[config.mk]
export PLATFORM = sky130hd
export DESIGN_NAME = ea_gen
export DESIGN_NICKNAME = d
export VERILOG_FILES = /design/src/rtl/eag_pkg.sv /design/src/rtl/eag_ctrl.sv /design/src/rtl/eag_datapath.sv /design/src/rtl/ea_gen.sv
export SDC_FILE = /design/constraint.sdc
export NUM_CORES = 1
export LEC_CHECK = 0
export BUFFER_PORTS_ARGS = -buffer_cell sky130_fd_sc_hd__clkbuf_2
export CAP_MARGIN = 15
export CORE_MARGIN = 2
export CORE_UTILIZATION = 45
export CTS_CLUSTER_DIAMETER = 200
export CTS_CLUSTER_SIZE = 20
export DETAILED_ROUTE_END_ITERATION = 8
export GPL_ROUTABILITY_DRIVEN = 0
export PLACE_DENSITY = 0.65
export SLEW_MARGIN = 20
export SYNTH_ARGS = -nofsm -noshare
export SYNTH_HDL_FRONTEND = slang
export SYNTH_HIERARCHICAL = 1
export SYNTH_SLANG_ARGS = --single-unit
[constraint.sdc]
create_clock -name clk -period 10.05 [get_ports clk]
set_input_delay 0 -clock clk [delete_from_list [all_inputs] [get_ports clk]]
set_output_delay 0 -clock clk [all_outputs]
set_load 0.01 [all_outputs]
[src/rtl/eag_pkg.sv]
package eag_pkg;
  typedef enum logic [3:0] {
    AM_IMP = 4'd0, AM_ACC = 4'd1, AM_IMM = 4'd2, AM_ZP = 4'd3,
    AM_ZPX = 4'd4, AM_ZPY = 4'd5, AM_ABS = 4'd6, AM_ABSX = 4'd7,
    AM_ABSY = 4'd8, AM_REL = 4'd9, AM_INDX = 4'd10, AM_INDY = 4'd11,
    AM_IND = 4'd12
  } addrMode_t;

  typedef struct packed {
    logic latchIn;
    logic reqLo;
    logic reqHi;
    logic capLo;
    logic finish;
  } eagStrobe_t;

  function automatic logic usesPointer(input logic [3:0] m);
    return (m == AM_INDX) || (m == AM_INDY) || (m == AM_IND);
  endfunction
endpackage

[src/rtl/eag_ctrl.sv]
module eag_ctrl
  import eag_pkg::*;
(
  input  logic       clk,
  input  logic       rstN,
  input  logic       start,
  input  logic [3:0] mode,
  output eagStrobe_t strobe,
  output logic       idle
);
  typedef enum logic [1:0] {S_IDLE, S_RDLO, S_RDHI, S_GETHI} ctrlState_t;
  ctrlState_t state, nextState;

  always_comb begin
    nextState = state;
    strobe = '0;
    case (state)
      S_IDLE: if (start) begin
        strobe.latchIn = 1'b1;
        if (usesPointer(mode)) nextState = S_RDLO;
        else strobe.finish = 1'b1;
      end
      S_RDLO: begin
        strobe.reqLo = 1'b1;
        nextState = S_RDHI;
      end
      S_RDHI: begin
        strobe.reqHi = 1'b1;
        strobe.capLo = 1'b1;
        nextState = S_GETHI;
      end
      default: begin
        strobe.finish = 1'b1;
        nextState = S_IDLE;
      end
    endcase
  end

  assign idle = (state == S_IDLE);

  always_ff @(posedge clk or negedge rstN) begin
    if (!rstN) state <= S_IDLE;
    else       state <= nextState;
  end
endmodule

[src/rtl/eag_datapath.sv]
module eag_datapath
  import eag_pkg::*;
#(
  parameter int DATA_W = 8,
  localparam int ADDR_W = 2 * DATA_W
) (
  input  logic              clk,
  input  logic              rstN,
  input  eagStrobe_t        strobe,
  input  logic [3:0]        mode,
  input  logic [ADDR_W-1:0] pc,
  input  logic [DATA_W-1:0] xIdx,
  input  logic [DATA_W-1:0] yIdx,
  input  logic [DATA_W-1:0] opLo,
  input  logic [DATA_W-1:0] opHi,
  input  logic [DATA_W-1:0] memRdData,
  output logic              memRdEn,
  output logic [ADDR_W-1:0] memRdAddr,
  output logic              done,
  output logic [ADDR_W-1:0] effAddr,
  output logic              isDirect,
  output logic [3:0]        modeHeld
);
  localparam logic [DATA_W-1:0] PAGE_ZERO = '0;

  logic [3:0]        modeQ, m;
  logic [ADDR_W-1:0] pcQ, p;
  logic [DATA_W-1:0] xQ, yQ, loQ, hiQ, ptrLoQ, x, y, l, h;
  logic [ADDR_W-1:0] opWord, ptrWord, loAddr, hiAddr, result;
  logic [DATA_W-1:0] zpSumX, zpSumY, zpIdxPtr;

  assign m = strobe.latchIn ? mode : modeQ;
  assign p = strobe.latchIn ? pc   : pcQ;
  assign x = strobe.latchIn ? xIdx : xQ;
  assign y = strobe.latchIn ? yIdx : yQ;
  assign l = strobe.latchIn ? opLo : loQ;
  assign h = strobe.latchIn ? opHi : hiQ;

  assign opWord   = {h, l};
  assign zpSumX   = l + x;
  assign zpSumY   = l + y;
  assign zpIdxPtr = (m == AM_INDX) ? zpSumX : l;
  assign ptrWord  = {memRdData, ptrLoQ};

  always_comb begin
    if (m == AM_IND) begin
      loAddr = opWord;
      hiAddr = opWord + ADDR_W'(1);
    end else begin
      loAddr = {PAGE_ZERO, zpIdxPtr};
      hiAddr = {PAGE_ZERO, DATA_W'(zpIdxPtr + DATA_W'(1))};
    end
  end

  assign memRdEn   = strobe.reqLo | strobe.reqHi;
  assign memRdAddr = strobe.reqHi ? hiAddr : loAddr;

  always_comb begin
    case (m)
      AM_ZP:   result = {PAGE_ZERO, l};
      AM_ZPX:  result = {PAGE_ZERO, zpSumX};
      AM_ZPY:  result = {PAGE_ZERO, zpSumY};
      AM_ABS:  result = opWord;
      AM_ABSX: result = opWord + ADDR_W'(x);
      AM_ABSY: result = opWord + ADDR_W'(y);
      AM_REL:  result = p + {{DATA_W{l[DATA_W-1]}}, l};
      AM_INDX: result = ptrWord;
      AM_INDY: result = ptrWord + ADDR_W'(y);
      AM_IND:  result = ptrWord;
      default: result = '0;
    endcase
  end

  always_ff @(posedge clk or negedge rstN) begin
    if (!rstN) begin
      modeQ <= '0; pcQ <= '0; xQ <= '0; yQ <= '0; loQ <= '0; hiQ <= '0;
      ptrLoQ <= '0; done <= 1'b0; effAddr <= '0; isDirect <= 1'b0;
    end else begin
      if (strobe.latchIn) begin
        modeQ <= mode; pcQ <= pc; xQ <= xIdx; yQ <= yIdx;
        loQ <= opLo; hiQ <= opHi;
      end
      if (strobe.capLo) ptrLoQ <= memRdData;
      done <= strobe.finish;
      if (strobe.finish) begin
        effAddr  <= result;
        isDirect <= (m <= AM_IMM);
      end
    end
  end

  assign modeHeld = modeQ;
endmodule

[src/rtl/ea_gen.sv]
module ea_gen
  import eag_pkg::*;
#(
  parameter int DATA_W = 8,
  localparam int ADDR_W = 2 * DATA_W
) (
  input  logic              clk,
  input  logic              rstN,
  input  logic              start,
  input  logic [3:0]        mode,
  input  logic [ADDR_W-1:0] pc,
  input  logic [DATA_W-1:0] xIdx,
  input  logic [DATA_W-1:0] yIdx,
  input  logic [DATA_W-1:0] opLo,
  input  logic [DATA_W-1:0] opHi,
  input  logic [DATA_W-1:0] memRdData,
  output logic              memRdEn,
  output logic [ADDR_W-1:0] memRdAddr,
  output logic              done,
  output logic [ADDR_W-1:0] effAddr,
  output logic              isDirect
);
  eagStrobe_t strobe;
  logic       ctrlIdle;
  logic [3:0] modeHeld;

  eag_ctrl uCtrl (
    .clk(clk), .rstN(rstN), .start(start), .mode(mode),
    .strobe(strobe), .idle(ctrlIdle)
  );

  eag_datapath #(.DATA_W(DATA_W)) uDp (
    .clk(clk), .rstN(rstN), .strobe(strobe), .mode(mode), .pc(pc),
    .xIdx(xIdx), .yIdx(yIdx), .opLo(opLo), .opHi(opHi),
    .memRdData(memRdData), .memRdEn(memRdEn), .memRdAddr(memRdAddr),
    .done(done), .effAddr(effAddr), .isDirect(isDirect), .modeHeld(modeHeld)
  );
endmodule

==> key figures <==
Floorplanning
  – Starting Density: 45.8%
  – Top-level I/O count: 98
  – Die H: 125 um
  – Die width: about 130 um
  – Core Footprint: approximately 14,000 um^2
  – Site Rows: 44
  – Die area: 15,700 um^2

Layout
  – Number of fill cells: 1,302
  – Layout area overhead: 20.1%
  – Commonest non-fill, non-tap cell in the layout: clkbuf_2
  – Share of layout cells above drive strength 1: 21.4%
  – Commonest non-fill, non-tap cells in the layout: 96 x clkbuf_2, 80 x dfrtp_1, 67 x nor2_1, 48 x nand2_1, 45 x ha_1
  – Design Area, Final: 7970 um^2
  – Nets@finish: just under 1,000
  – Diode count: 0

Setup path
  – Maximum fanout along the worst path: 40
  – WS Path Type: flop to primary output
  – Critical Path AT: 5.64 ns
  – FF-to-FF setup slack: around 4.8 ns
  – Worst path required time: 10.05 ns
  – Startpoint Class: flop
  – Critical path capture point type: primary output

Synthesis
  – Flops & latches, synth: 80
  – Syn nets: roughly 840
  – Syn avg cell area: just over 9 um^2
  – Synthesized area: 6640 um^2
  – Async S/R FF share, synth: 100%
  – Sequential area share after synthesis: 30.2%
  – Synthesis Warnings: 6
  – Synth unique cells: 80
  – Post-synth EDFFs: 0
  – Most used flip-flop cell after synthesis: dfrtp_1
  – Syn Inst Count: around 730

Run status
  – Status: finished, final reports clean

Placement
  – Port Buffers: 97
  – Post-detail-place hpwl: ~16,000 um
  – Area of placed instances: 7280 um^2

Global routing
  – Global-route wire length before repair: between 30,000 and 40,000 um
  – Largest net degree at the start of global routing: 47
  – Grt ovf: 0
  – Gr usage total: 26.2%
  – Vias in the first global route: 6,291
  – Initial antenna violation count: 0

STA
  – Minimum clock period: 5.64 ns
  – Unrepaired setup endpoints after global routing: false
  – Share of the clock period used by the worst path: 56.1%
  – Max-slew violations: 0
  – Clock Skew: about 0.0074 ns
  – Fin. Hold Viols: 0
  – Worst-margin pin slew: 0.824 ns
  – Slew HR: around 45%
  – Fmax: 0.177 GHz
  – Final setup fails: 0
  – Setup TNS: 0 ns

Clock tree
  – Max H-tree Level: 3
  – CTS tree: built
  – Post-CTS setup buffer count: 0
  – CTS Buf Count: 9
  – Root buffer cell: clkbuf_16
  – Maximum clock insertion buffer count: 2
  – Clock sink total: 80
  – Worst-path clk slew: 0.06 ns
  – Worst-Skew Late Latency: 0.35 ns

Hold path
  – Min-delay worst type: primary input to flop

Route
  – DR WL/cell: 19.8 um
  – Antenna Nets Post-Route: 0
  – Pre-antenna DRT Iters: 5
  – Number of remaining DRC errors: 0
  – Avg Vias per Cell: 6.14
  – Initial drt markers: between 500 and 600
  – Vias: about 6,400
  – Drt total wl: 20,800 um

Flow run
  – Max Cap Viol: 0
metal layers:
layer | track usage, % | share of wire (%) | vias to the layer above
li1 | - | - | 2967
met1 | 33.7 | 42 | 3063
met2 | 41.9 | 45 | 349
met3 | 6.63 | 9.1 | 56
met4 | 11.3 | 3.2 | 0
met5 | 0 | 0 | -
metrics by stage:
stage | util [%] | std cells | hold WS [ns] | setup slack, ns
5_1_grt | 55.0 | 1048 | 0.0295 | 3.92
3_5_place_dp | 50.3 | 993 | -0.00211 | 4.88
3_3_place_gp | 50.3 | 993 | -0.0106 | 5.03
2_1_floorplan | - | 729 | -0.296 | 5.49
6_report | 55.0 | 1048 | 0.0243 | 4.41
4_1_cts | 55.0 | 1048 | 0.00723 | 4.47
logic make-up (layout without fill, tap and decap cells):
family / Yosys count / in the layout / share of synthesized area [%]
AO/OA/AOI/OAI: 207 / 207 / 22.9
XOR/XNOR: 56 / 56 / 7.39
adder cells (fa/ha/maj): 49 / 49 / 9.69
buffers and inverters: 56 / 191 / 3.71
flip-flops: 80 / 80 / 30.2
multiplexers: 59 / 59 / 9.77
AND/OR/NAND/NOR: 222 / 222 / 16.4
worst max-delay path: stages (launching register included):
cell      delay [ns]
dfrtp_1         0.41
inv_1           0.09
ha_1            0.29
and2_4          0.49
buf_4           0.54
mux2i_1         0.65
inv_1           0.34
fa_1            0.52
a211oi_1        0.25
o21bai_1        0.11
a21oi_1         0.26
xor2_1          0.21
a21oi_1         0.12
and3_1          0.21
a31o_1          0.22
a211oi_1        0.33
clkbuf_2        0.20
synthesized netlist by cell type (4+ instances only):
library cell	count	area share [%]
a211oi_1	10	1.1
nand2b_1	8	0.75
and3_1	7	0.66
a41oi_1	5	0.66
nor2_1	67	3.8
nand2_1	48	2.7
inv_2	4	0.23
xnor2_1	37	4.9
nor3_1	16	1.2
a31o_1	4	0.53
inv_1	29	1.6
o2bb2ai_1	10	1.3
o211ai_1	7	0.79
buf_4	5	0.57
a31oi_1	13	1.2
nor2b_1	8	0.75
a21oi_1	43	3.2
o22ai_1	11	1.0
o21bai_1	7	0.79
o21ai_1	11	0.83
fa_1	4	1.2
and3b_1	4	0.53
clkbuf_1	13	0.74
o221ai_1	5	0.66
mux2_2	43	7.3
nand3_1	31	2.3
xor2_1	19	2.5
ha_1	45	8.5
and2_1	7	0.66
mux2i_1	15	2.3
o21a_1	4	0.45
o21ai_0	19	1.4
a21o_1	11	1.2
dfrtp_1	80	30
sequential cells by signal, summed over array words and instances, names as in the netlist, 2 cells and up:
signal	flops
uDp/xQ	8
uDp/ptrLoQ	8
uDp/loQ	8
uDp/pcQ	16
uDp/modeHeld	4
uDp/yQ	8
uDp/effAddr	16
uCtrl/state	2
uDp/hiQ	8
cell type report:
| class | instances | area [um^2] | share of cell area (%) |
|---|---|---|---|
| Clock buffer | 13 | 260 | 3.27 |
| Inverter | 33 | 124 | 1.55 |
| Tap cell | 184 | 230 | 2.89 |
| Multi-Input combinational cell | 593 | 4390 | 55.1 |
| Timing Repair Buffer | 142 | 923 | 11.6 |
| Clock inverter | 3 | 40.0 | 0.502 |
| Sequential cell | 80 | 2000 | 25.1 |
worst paths after layout:
kind / startpoint / endpoint / cells past startpoint
min in group asynchronous: rstN / uDp/xQ[3] / 2
min reg2reg: uDp/pcQ[4] / uDp/pcQ[4] / 1
max in group asynchronous: rstN / uDp/ptrLoQ[1] / 3
min: memRdData[1] / uDp/ptrLoQ[1] / 2
max reg2reg: uCtrl/state[1] / uDp/effAddr[14] / 15
max: uCtrl/state[1] / memRdAddr[7] / 16
what timing repair did:
| action | 4_1_cts | 5_1_grt |
|---|---|---|
| gates resized for setup | 0 | 0 |
| hold buffers | 39 | 0 |
| hold endpoints to repair | 72 | 0 |
Power is left out: the tool's default activity adds up to more than one toggle a clock period on the data nets, which glitch-free logic cannot reach.
